[src/rtl/igc_pkg.sv]
package igc_pkg;
  localparam int LINES      = 4;
  localparam int BASE_LEVEL = 4;
  localparam int PRI_W      = 3;

  typedef enum logic [1:0] {
    ST_IDLE  = 2'd0,
    ST_GRANT = 2'd1,
    ST_VEC   = 2'd2
  } igc_state_e;
endpackage

[src/rtl/igc_arbiter.sv]
module igc_arbiter
  import igc_pkg::*;
(
  input  logic [LINES-1:0] line_req_i,
  input  logic [PRI_W-1:0] pri_i,
  output logic [LINES-1:0] pick_o,
  output logic             any_o
);
  logic [LINES-1:0] elig;

  generate
    for (genvar i = 0; i < LINES; i++) begin : g_elig
      assign elig[i] = line_req_i[i] && ((BASE_LEVEL + i) > int'(pri_i));
    end
  endgenerate

  // highest eligible line wins: scan upward, last hit is kept
  always_comb begin
    pick_o = '0;
    for (int i = 0; i < LINES; i++) begin
      if (elig[i]) begin
        pick_o    = '0;
        pick_o[i] = 1'b1;
      end
    end
  end

  assign any_o = |elig;
endmodule

[src/rtl/igc_slot.sv]
module igc_slot
  import igc_pkg::*;
#(
  parameter int LVL_W = 2
) (
  input  logic             clk,
  input  logic             rst,
  input  logic             set_i,
  input  logic             drop_i,
  input  logic [LVL_W-1:0] lvl_i,
  input  logic [LINES-1:0] gnt_lvl_i,
  input  logic             gnt_in_i,
  output logic             gnt_out_o,
  output logic             capture_o,
  output logic             pend_o,
  output logic [LINES-1:0] line_o
);
  logic pend_q;
  logic match;

  assign match     = pend_q && gnt_lvl_i[lvl_i];
  assign capture_o = gnt_in_i && match;
  assign gnt_out_o = gnt_in_i && !match;

  always_ff @(posedge clk) begin
    if (rst) pend_q <= 1'b0;
    else if (set_i) pend_q <= 1'b1;
    else if (capture_o || drop_i) pend_q <= 1'b0;
  end

  always_comb begin
    line_o = '0;
    line_o[lvl_i] = pend_q;
  end

  assign pend_o = pend_q;
endmodule

[src/rtl/igc_timer.sv]
module igc_timer #(
  parameter int LIMIT = 16,
  localparam int CW = $clog2(LIMIT + 1)
) (
  input  logic clk,
  input  logic rst,
  input  logic run_i,
  output logic expire_o
);
  logic [CW-1:0] cnt_q;

  assign expire_o = run_i && (cnt_q == CW'(LIMIT - 1));

  always_ff @(posedge clk) begin
    if (rst || !run_i) cnt_q <= '0;
    else cnt_q <= cnt_q + 1'b1;
  end
endmodule

[src/rtl/irq_grant_ctrl.sv]
module irq_grant_ctrl
  import igc_pkg::*;
#(
  parameter int NUM_SLOTS = 4,
  parameter int VEC_W     = 16,
  parameter int TIMEOUT   = 16,
  parameter int BUSERR_VEC = 4,
  localparam int LVL_W    = 2
) (
  input  logic                       clk,
  input  logic                       rst,
  input  logic [PRI_W-1:0]           cur_pri_i,
  input  logic [NUM_SLOTS-1:0]       slot_set_i,
  input  logic [NUM_SLOTS-1:0]       slot_drop_i,
  input  logic [LVL_W*NUM_SLOTS-1:0] slot_lvl_i,
  input  logic [VEC_W*NUM_SLOTS-1:0] slot_vec_i,
  input  logic                       vec_taken_i,
  output logic [LINES-1:0]           bus_req_o,
  output logic [NUM_SLOTS-1:0]       slot_pend_o,
  output logic [LINES-1:0]           grant_o,
  output logic                       vec_valid_o,
  output logic [VEC_W-1:0]           vec_addr_o,
  output logic                       vec_odd_o,
  output logic                       timeout_o
);
  igc_state_e       state_q;
  logic [LINES-1:0] grant_q;
  logic [LINES-1:0] pick;
  logic             pick_any;
  logic             chain_en;
  logic             expire;
  logic [NUM_SLOTS:0]   chain;
  logic [NUM_SLOTS-1:0] capture;
  logic [LINES-1:0]     slot_lines [NUM_SLOTS];
  logic [VEC_W-1:0]     cap_vec;
  logic                 cap_any;

  assign chain_en = (state_q == ST_GRANT);
  assign chain[0] = chain_en;

  generate
    for (genvar k = 0; k < NUM_SLOTS; k++) begin : g_slot
      igc_slot #(.LVL_W(LVL_W)) u_slot (
        .clk       (clk),
        .rst       (rst),
        .set_i     (slot_set_i[k]),
        .drop_i    (slot_drop_i[k]),
        .lvl_i     (slot_lvl_i[k*LVL_W +: LVL_W]),
        .gnt_lvl_i (grant_q),
        .gnt_in_i  (chain[k]),
        .gnt_out_o (chain[k+1]),
        .capture_o (capture[k]),
        .pend_o    (slot_pend_o[k]),
        .line_o    (slot_lines[k])
      );
    end
  endgenerate

  always_comb begin
    bus_req_o = '0;
    cap_vec   = '0;
    for (int k = 0; k < NUM_SLOTS; k++) begin
      bus_req_o = bus_req_o | slot_lines[k];
      if (capture[k]) cap_vec = cap_vec | slot_vec_i[k*VEC_W +: VEC_W];
    end
  end
  assign cap_any = |capture;

  igc_arbiter u_arb (
    .line_req_i (bus_req_o),
    .pri_i      (cur_pri_i),
    .pick_o     (pick),
    .any_o      (pick_any)
  );

  igc_timer #(.LIMIT(TIMEOUT)) u_tmr (
    .clk      (clk),
    .rst      (rst),
    .run_i    (chain_en && !cap_any),
    .expire_o (expire)
  );

  always_ff @(posedge clk) begin
    if (rst) begin
      state_q     <= ST_IDLE;
      grant_q     <= '0;
      vec_valid_o <= 1'b0;
      vec_addr_o  <= '0;
      vec_odd_o   <= 1'b0;
      timeout_o   <= 1'b0;
    end else begin
      unique case (state_q)
        ST_IDLE: begin
          if (pick_any) begin
            grant_q <= pick;
            state_q <= ST_GRANT;
          end
        end
        ST_GRANT: begin
          if (cap_any) begin
            vec_valid_o <= 1'b1;
            vec_addr_o  <= cap_vec;
            vec_odd_o   <= cap_vec[0];
            timeout_o   <= 1'b0;
            state_q     <= ST_VEC;
          end else if (expire) begin
            vec_valid_o <= 1'b1;
            vec_addr_o  <= VEC_W'(BUSERR_VEC);
            vec_odd_o   <= 1'b0;
            timeout_o   <= 1'b1;
            state_q     <= ST_VEC;
          end
        end
        ST_VEC: begin
          if (vec_taken_i) begin
            vec_valid_o <= 1'b0;
            vec_odd_o   <= 1'b0;
            timeout_o   <= 1'b0;
            grant_q     <= '0;
            state_q     <= ST_IDLE;
          end
        end
        default: state_q <= ST_IDLE;
      endcase
    end
  end

  assign grant_o = grant_q;
endmodule

[config.mk]
export PLATFORM = sky130hd
export DESIGN_NAME = irq_grant_ctrl
export DESIGN_NICKNAME = d
export VERILOG_FILES = /design/src/rtl/igc_pkg.sv /design/src/rtl/igc_arbiter.sv /design/src/rtl/igc_slot.sv /design/src/rtl/igc_timer.sv /design/src/rtl/irq_grant_ctrl.sv
export SDC_FILE = /design/constraint.sdc
export NUM_CORES = 1
export LEC_CHECK = 0
export BUFFER_PORTS_ARGS = -buffer_cell sky130_fd_sc_hd__buf_2
export CORE_UTILIZATION = 35
export CTS_CLUSTER_SIZE = 24
export DETAILED_ROUTE_END_ITERATION = 12
export PLACE_DENSITY_LB_ADDON = 0.25
export SYNTH_ARGS = -nofsm -noshare
export SYNTH_HDL_FRONTEND = slang
export SYNTH_SLANG_ARGS = --single-unit
export TNS_END_PERCENT = 5
[constraint.sdc]
create_clock -name clk -period 2.53 [get_ports clk]
set_clock_uncertainty 0.1 [all_clocks]
set_input_delay 0.506 -clock clk [delete_from_list [all_inputs] [get_ports clk]]
set_output_delay 0.506 -clock clk [all_outputs]
set_load 0.02 [all_outputs]
==> qor.yml, run 1 <==
setup_path:
  required_ns: 2.64
  r2r_end: "grant_o[0]$_SDFFE_PP0P_"
  crit_type: "flop to flop"
  crit_chain: "nand2b_1, o2111ai_1, o22ai_1, a21o_1, or4b_1, a21oi_1"
  crit_path_top_delay_cell: "or4b_1"
  r2r_setup_slack_ns: 0.21
  cp-start-kind: "flop"
  timing.rr.start: "g_slot[3].u_slot.pend_o$_SDFFE_PP0P_"
  cp.arrival_ns: 2.44
  worstRegToRegCells: 6
  cp-end-kind: "flop"
  crit_path_max_incr_delay_ns: 0.51
  crit_path_max_fanout: 7
clock_tree:
  clock-root-buffer: "clkbuf_8"
  cts_tree: "done"
  htree_levels: 2
  clkSlewWorstSetupHoldPaths_ns: 0.07
  postCtsSetupRepairBufs: 0
  cts_inserted_buffers: 5
  cts_sinks: 34
  clkLatencyLatePin_ns: 0.28
  ctsHoldBuffers: 0
  cts_buffer_depth: 2
  cts.repair.resized: 0
synth:
  synth_fp_nets: 344
  synthCells: 252
  ys_seq_area_share_pct: 31.5
  avgSynthCellArea_um2: 8.57
  ys_warn_count: 0
  ys.flop_type: "dfxtp_1"
  synthTopCellsByArea: "dfxtp_1 (31%), a221o_1 (6.5%), a22o_1 (6.1%), mux2i_1 (6.0%), nor2_1 (5.7%)"
  synth_edf_count: 0
  yosysTopAreaCell: "dfxtp_1"
  yosys.area.top_type_share_pct: 31.5
  synthArstFlopShare_pct: 0
  ys_ff_latch: 34
  synth_area_mm2: 0.00216
  synth.distinct_cells: 51
finish:
  final_cell_mix: "buf_2 (116), dfxtp_1 (34), nor2_1 (33)"
  final_cells: 440
  syn2layout_area_growth_pct: 35.6
  drive_above_1_share_pct: 38.1
  fin_nets: 457
  diodes: 0
  final_common_cell: "buf_2"
placed_design:
  place_inst: 433
  port_buffers: 116
  finalWeightedCongestion: 0.770
  place_hpwl_um: 5090
floorplan:
  core_mm2: 0.00592
  die_height_um: 80.6
  num_rows: 28
  die_x_um: 80.6
  start_util_pct: 36.5
  dieArea_mm2: 0.00649
  ioPinCount: 117
global_route:
  grt_max_degree: 21
  grt_usage_pct: 20.0
  grt_pass1_vias: 2057
  antenna_found_initial: 0
  grt_pass1_wl_um: 10100
  overflow: 0
sta:
  final-setup-viol-count: 0
  finalCriticalPeriod_ns: 2.32
  tightest_slew_ns: 0.983
  slew_violations: 0
  slew-limit-headroom_pct: 34.2
  fin_crit_sh_pct: 91.8
  max_freq_ghz: 0.430
  rsz0062_at_grt: "false"
  tns_ns: 0
  hold_violations: 0
routing:
  drt_wl_total_um: 6560
  drc: 0
  drt_iter0_markers: 107
  wl_per_cell_um: 14.9
  avgViaCountPerCell: 5.28
  drtPass1Iterations: 4
  num_vias: 2323
  drtAntennaViolNets: 0
outcome:
  status: "finished clean"
min_path:
  hold_depth: 3
  holdCritStartpoint: "slot_set_i[3]"
  min_path_type: "primary input to flop"
  hold-path-endpoint: "g_slot[3].u_slot.pend_o$_SDFFE_PP0P_"
pwr:
  vdd_drop_max_uv: 289
  leakagePower_nw: 1.35
  power_density_mw_per_mm2: 614
job:
  cap_viol_max_count: 0
-- synthesized netlist by cell type (4+ instances only) --
cell type,number
buf_2,5
o22ai_1,4
clkbuf_1,7
nand3b_1,8
dfxtp_1,34
a22oi_1,14
nand3_1,6
nor2_1,33
buf_4,4
inv_1,14
nand2_1,12
a31oi_1,4
a22o_1,15
ha_1,6
a221o_1,14
a21oi_1,6
nor3b_1,4
nand2b_1,9
mux2i_1,13
-- worst max path at each step --
stage | start | endpoint | slack, ns | cells after the start
after floorplan | slot_lvl_i[6] | grant_o[0]$_SDFFE_PP0P_ | 0.13 | 6
after global placement | slot_lvl_i[0] | vec_addr_o[15]$_SDFFE_PP0P_ | 0.09 | 7
after detailed placement | slot_lvl_i[2] | vec_addr_o[15]$_SDFFE_PP0P_ | 0.04 | 7
after CTS | g_slot[0].u_slot.pend_o$_SDFFE_PP0P_ | vec_addr_o[3]$_SDFFE_PP0P_ | 0.22 | 6
after global routing | g_slot[0].u_slot.pend_o$_SDFFE_PP0P_ | vec_addr_o[14]$_SDFFE_PP0P_ | 0.02 | 6
final | g_slot[3].u_slot.pend_o$_SDFFE_PP0P_ | grant_o[0]$_SDFFE_PP0P_ | 0.21 | 6
-- metrics by stage --
stage / cell area [um2] / hold WS (ns) / util [%] / setup slack, ns / total power, mW
floorplan: 2160 / 0.318 / - / 0.130 / 1.08
global placement: 2820 / 0.333 / 47.6 / 0.0927 / 1.29
detailed placement: 2820 / 0.338 / 47.6 / 0.0417 / 1.30
CTS: 2930 / 0.326 / 49.5 / 0.217 / 1.81
global route: 2930 / 0.348 / 49.5 / 0.0214 / 1.90
finish: 2930 / 0.327 / 49.5 / 0.207 / 1.80
-- worst max-delay path: cells and delay by family (launching register included) --
family,cells,cell delay [ns]
simple gates,2,0.65
compound gates,4,1.01
flops,1,0.48
-- logic make-up after synthesis --
kind of cell / synth area share [%]
adders and majority gates: 3.47
DFF: 31.5
and+or+nand+nor: 23.2
AOI/OAI and AO/OA: 27.8
muxes: 6.02
buffers and inverters: 7.24
xor gates and xnor gates: 0.811
-- sequential cells by signal, indices dropped and copies added (netlist names) --
register              cells
timeout_o                 1
u_tmr.cnt_q               5
vec_valid_o               1
g_slot.u_slot.pend_o      4
vec_odd_o                 1
vec_addr_o               16
grant_o                   4
state_q                   2
-- routing by layer --
metal	part of all wire (%)	GRT usage, %	vias up
met1	47	27.5	1078
met5	0	0	-
met4	0.91	5.54	0
met3	5.1	3.86	6
met2	47	31.7	65
li1	-	-	1174
-- cell type report --
class,instances,area (um2)
clock buffers,6,82.6
well taps,75,93.8
inverters,14,52.6
multi-input cells,186,1340
repair buffers,124,653
clock inverters,1,30.0
flip-flops and latches,34,681
fillers,579,2990
-- where the power goes --
group	switching [mW]	total (mW)	leakage (nW)	internal (mW)
Combinational	0.375	0.648	1.01	0.273
Clock	0.195	0.510	0.0573	0.315
Sequential	0.0487	0.639	0.276	0.590
Total	0.619	1.80	1.35	1.18
Note: power is estimated with default switching activity, not from simulation.
==> inputs of run 2 (changes only) <==
--- a/config.mk
+++ b/config.mk
@@ -9,7 +9,9 @@
 export CORE_UTILIZATION = 35
 export CTS_CLUSTER_SIZE = 24
 export DETAILED_ROUTE_END_ITERATION = 12
+export GPL_TIMING_DRIVEN = 0
 export PLACE_DENSITY_LB_ADDON = 0.25
+export SETUP_SLACK_MARGIN = 0.2
 export SYNTH_ARGS = -nofsm -noshare
 export SYNTH_HDL_FRONTEND = slang
 export SYNTH_SLANG_ARGS = --single-unit
==> run 2 against run 1 <==
Global-route usage is 0.61 points higher. Critical endpoint unchanged. Hold slack better by 0.0047 ns. Wire length is 1.2% higher. Die area stayed put. First-iteration DRC count is 20% higher. Setup slack better by 0.055 ns. Register-to-register slack better by 0.06 ns. Largest power group unchanged.
==> qor.yml, run 2 (synthesis results as in run 1) <==
finish:
  diodes: 0
  final_area_mm2: 0.00293
  fin_nets: 463
  final_cells: 447
  syn2layout_area_growth_pct: 35.6
  fin_util_pct: 49.5
  drive_above_1_share_pct: 38.2
  final_cell_mix: "buf_2 (117), dfxtp_1 (34), nor2_1 (33)"
  final_common_cell: "buf_2"
  filler_cell_count: 622
  largestRegisters: "vec_addr_o (16), u_tmr.cnt_q (5)"
  max_flop_register: "vec_addr_o"
  largest_register_ffs: 16
outcome:
  status: "finished clean"
global_route:
  overflow: 0
  grt_pass1_wl_um: 10300
  grt_usage_pct: 20.7
  grt_max_degree: 11
  antenna_found_initial: 0
  grt_pass1_vias: 2149
floorplan:
  core_mm2: 0.00592
  die_x_um: 80.6
  die_height_um: 80.6
  start_util_pct: 36.5
  num_rows: 28
  dieArea_mm2: 0.00649
  ioPinCount: 117
placed_design:
  port_buffers: 112
  finalWeightedCongestion: 0.818
  place_area_mm2: 0.00282
  place_worst_setup_slack_ns: -0.211
  place_hpwl_um: 5280
  place_inst: 439
routing:
  drt_iter0_markers: 128
  drc: 0
  drt_wl_total_um: 6640
  drtAntennaViolNets: 0
  num_vias: 2437
  drtPass1Iterations: 4
  avgViaCountPerCell: 5.45
  wl_per_cell_um: 14.9
sta:
  final-setup-viol-count: 0
  finalCriticalPeriod_ns: 2.27
  tightest_slew_ns: 0.624
  final.setup.worst_slack_ns: 0.262
  slew_violations: 0
  fin_crit_sh_pct: 89.6
  hold_violations: 0
  slew-limit-headroom_pct: 58.4
  rsz0062_at_grt: "true"
  max_freq_ghz: 0.441
clock_tree:
  cts_sinks: 34
  clkLatencyLatePin_ns: 0.29
  clkSlewWorstSetupHoldPaths_ns: 0.07
  htree_levels: 2
  cts_tree: "done"
  clock-root-buffer: "clkbuf_8"
  cts_inserted_buffers: 5
  ctsHoldBuffers: 0
  cts_buffer_depth: 2
setup_path:
  cp-start-kind: "flop"
  r2r_setup_slack_ns: 0.26
  cp.arrival_ns: 2.38
  crit_path_max_fanout: 8
  cp-end-kind: "flop"
  crit_type: "flop to flop"
  required_ns: 2.64
pwr:
  power_density_mw_per_mm2: 583
  vdd_drop_max_uv: 367
  leakagePower_nw: 1.36
  power_mw: 1.71
min_path:
  min_path_type: "primary input to flop"
job:
  cap_viol_max_count: 0
-- run 2: changes by cell type in the layout (fill, tap and decap cells not counted), sizes merged --
cell	change
buf	-1
bufinv	-1
clkbuf	+8
clkinv	+1
-- run 2: path summary, 6_finish.rpt --
path                                         from                              endpoint  cells after the start
max          g_slot[0].u_slot.pend_o$_SDFFE_PP0P_               grant_o[0]$_SDFFE_PP0P_                      6
min reg2reg             u_tmr.cnt_q[0]$_SDFF_PP0_             u_tmr.cnt_q[0]$_SDFF_PP0_                      1
min                                 slot_set_i[1]  g_slot[1].u_slot.pend_o$_SDFFE_PP0P_                      3
max reg2reg  g_slot[0].u_slot.pend_o$_SDFFE_PP0P_               grant_o[0]$_SDFFE_PP0P_                      6
-- run 2: layout make-up --
class                   instances  area [um2]  area share [%]
multi-input cells             186        1340            45.8
repair buffers                112         561            19.1
clock inverters                 1        5.00           0.171
well taps                      75        93.8            3.20
clock buffers                   7        86.3            2.95
plain buffers                  18         108            3.67
inverters                      14        52.6            1.79
flip-flops and latches         34         681            23.2
-- run 2: power by group --
group,switching [mW],internal [mW]
Combinational,0.384,0.272
Clock,0.193,0.219
Sequential,0.0497,0.590
-- run 2: per-stage QoR --
| stage | hold slack, ns | setup TNS (ns) |
|---|---|---|
| floorplan | 0.318 | 0 |
| global placement | 0.335 | -1.46 |
| detailed placement | 0.346 | -2.10 |
| CTS | 0.333 | 0 |
| global route | 0.351 | 0 |
| finish | 0.332 | 0 |
-- run 2: critical path: stages, from the launching register on --
cell     delay [ns]
dfxtp_1        0.51
nor3b_1        0.29
o41ai_1        0.15
and3_1         0.21
a21o_1         0.26
or4b_1         0.53
a21oi_1        0.15
-- run 2: routing by layer --
layer	global-route usage, %	part of all wire (%)
met2	32.2	47
met4	7.50	2.4
met5	0	0
met1	27.8	46
met3	4.20	5.4
-- run 2: timing repair --
| item | 4_1_cts | 5_1_grt |
|---|---|---|
| hold endpoints to repair | 0 | 0 |
| gates cloned | 0 | 0 |
| setup endpoints to repair | 10 | 20 |
| gates resized for setup | 3 | 3 |
| setup buffers | 0 | 0 |
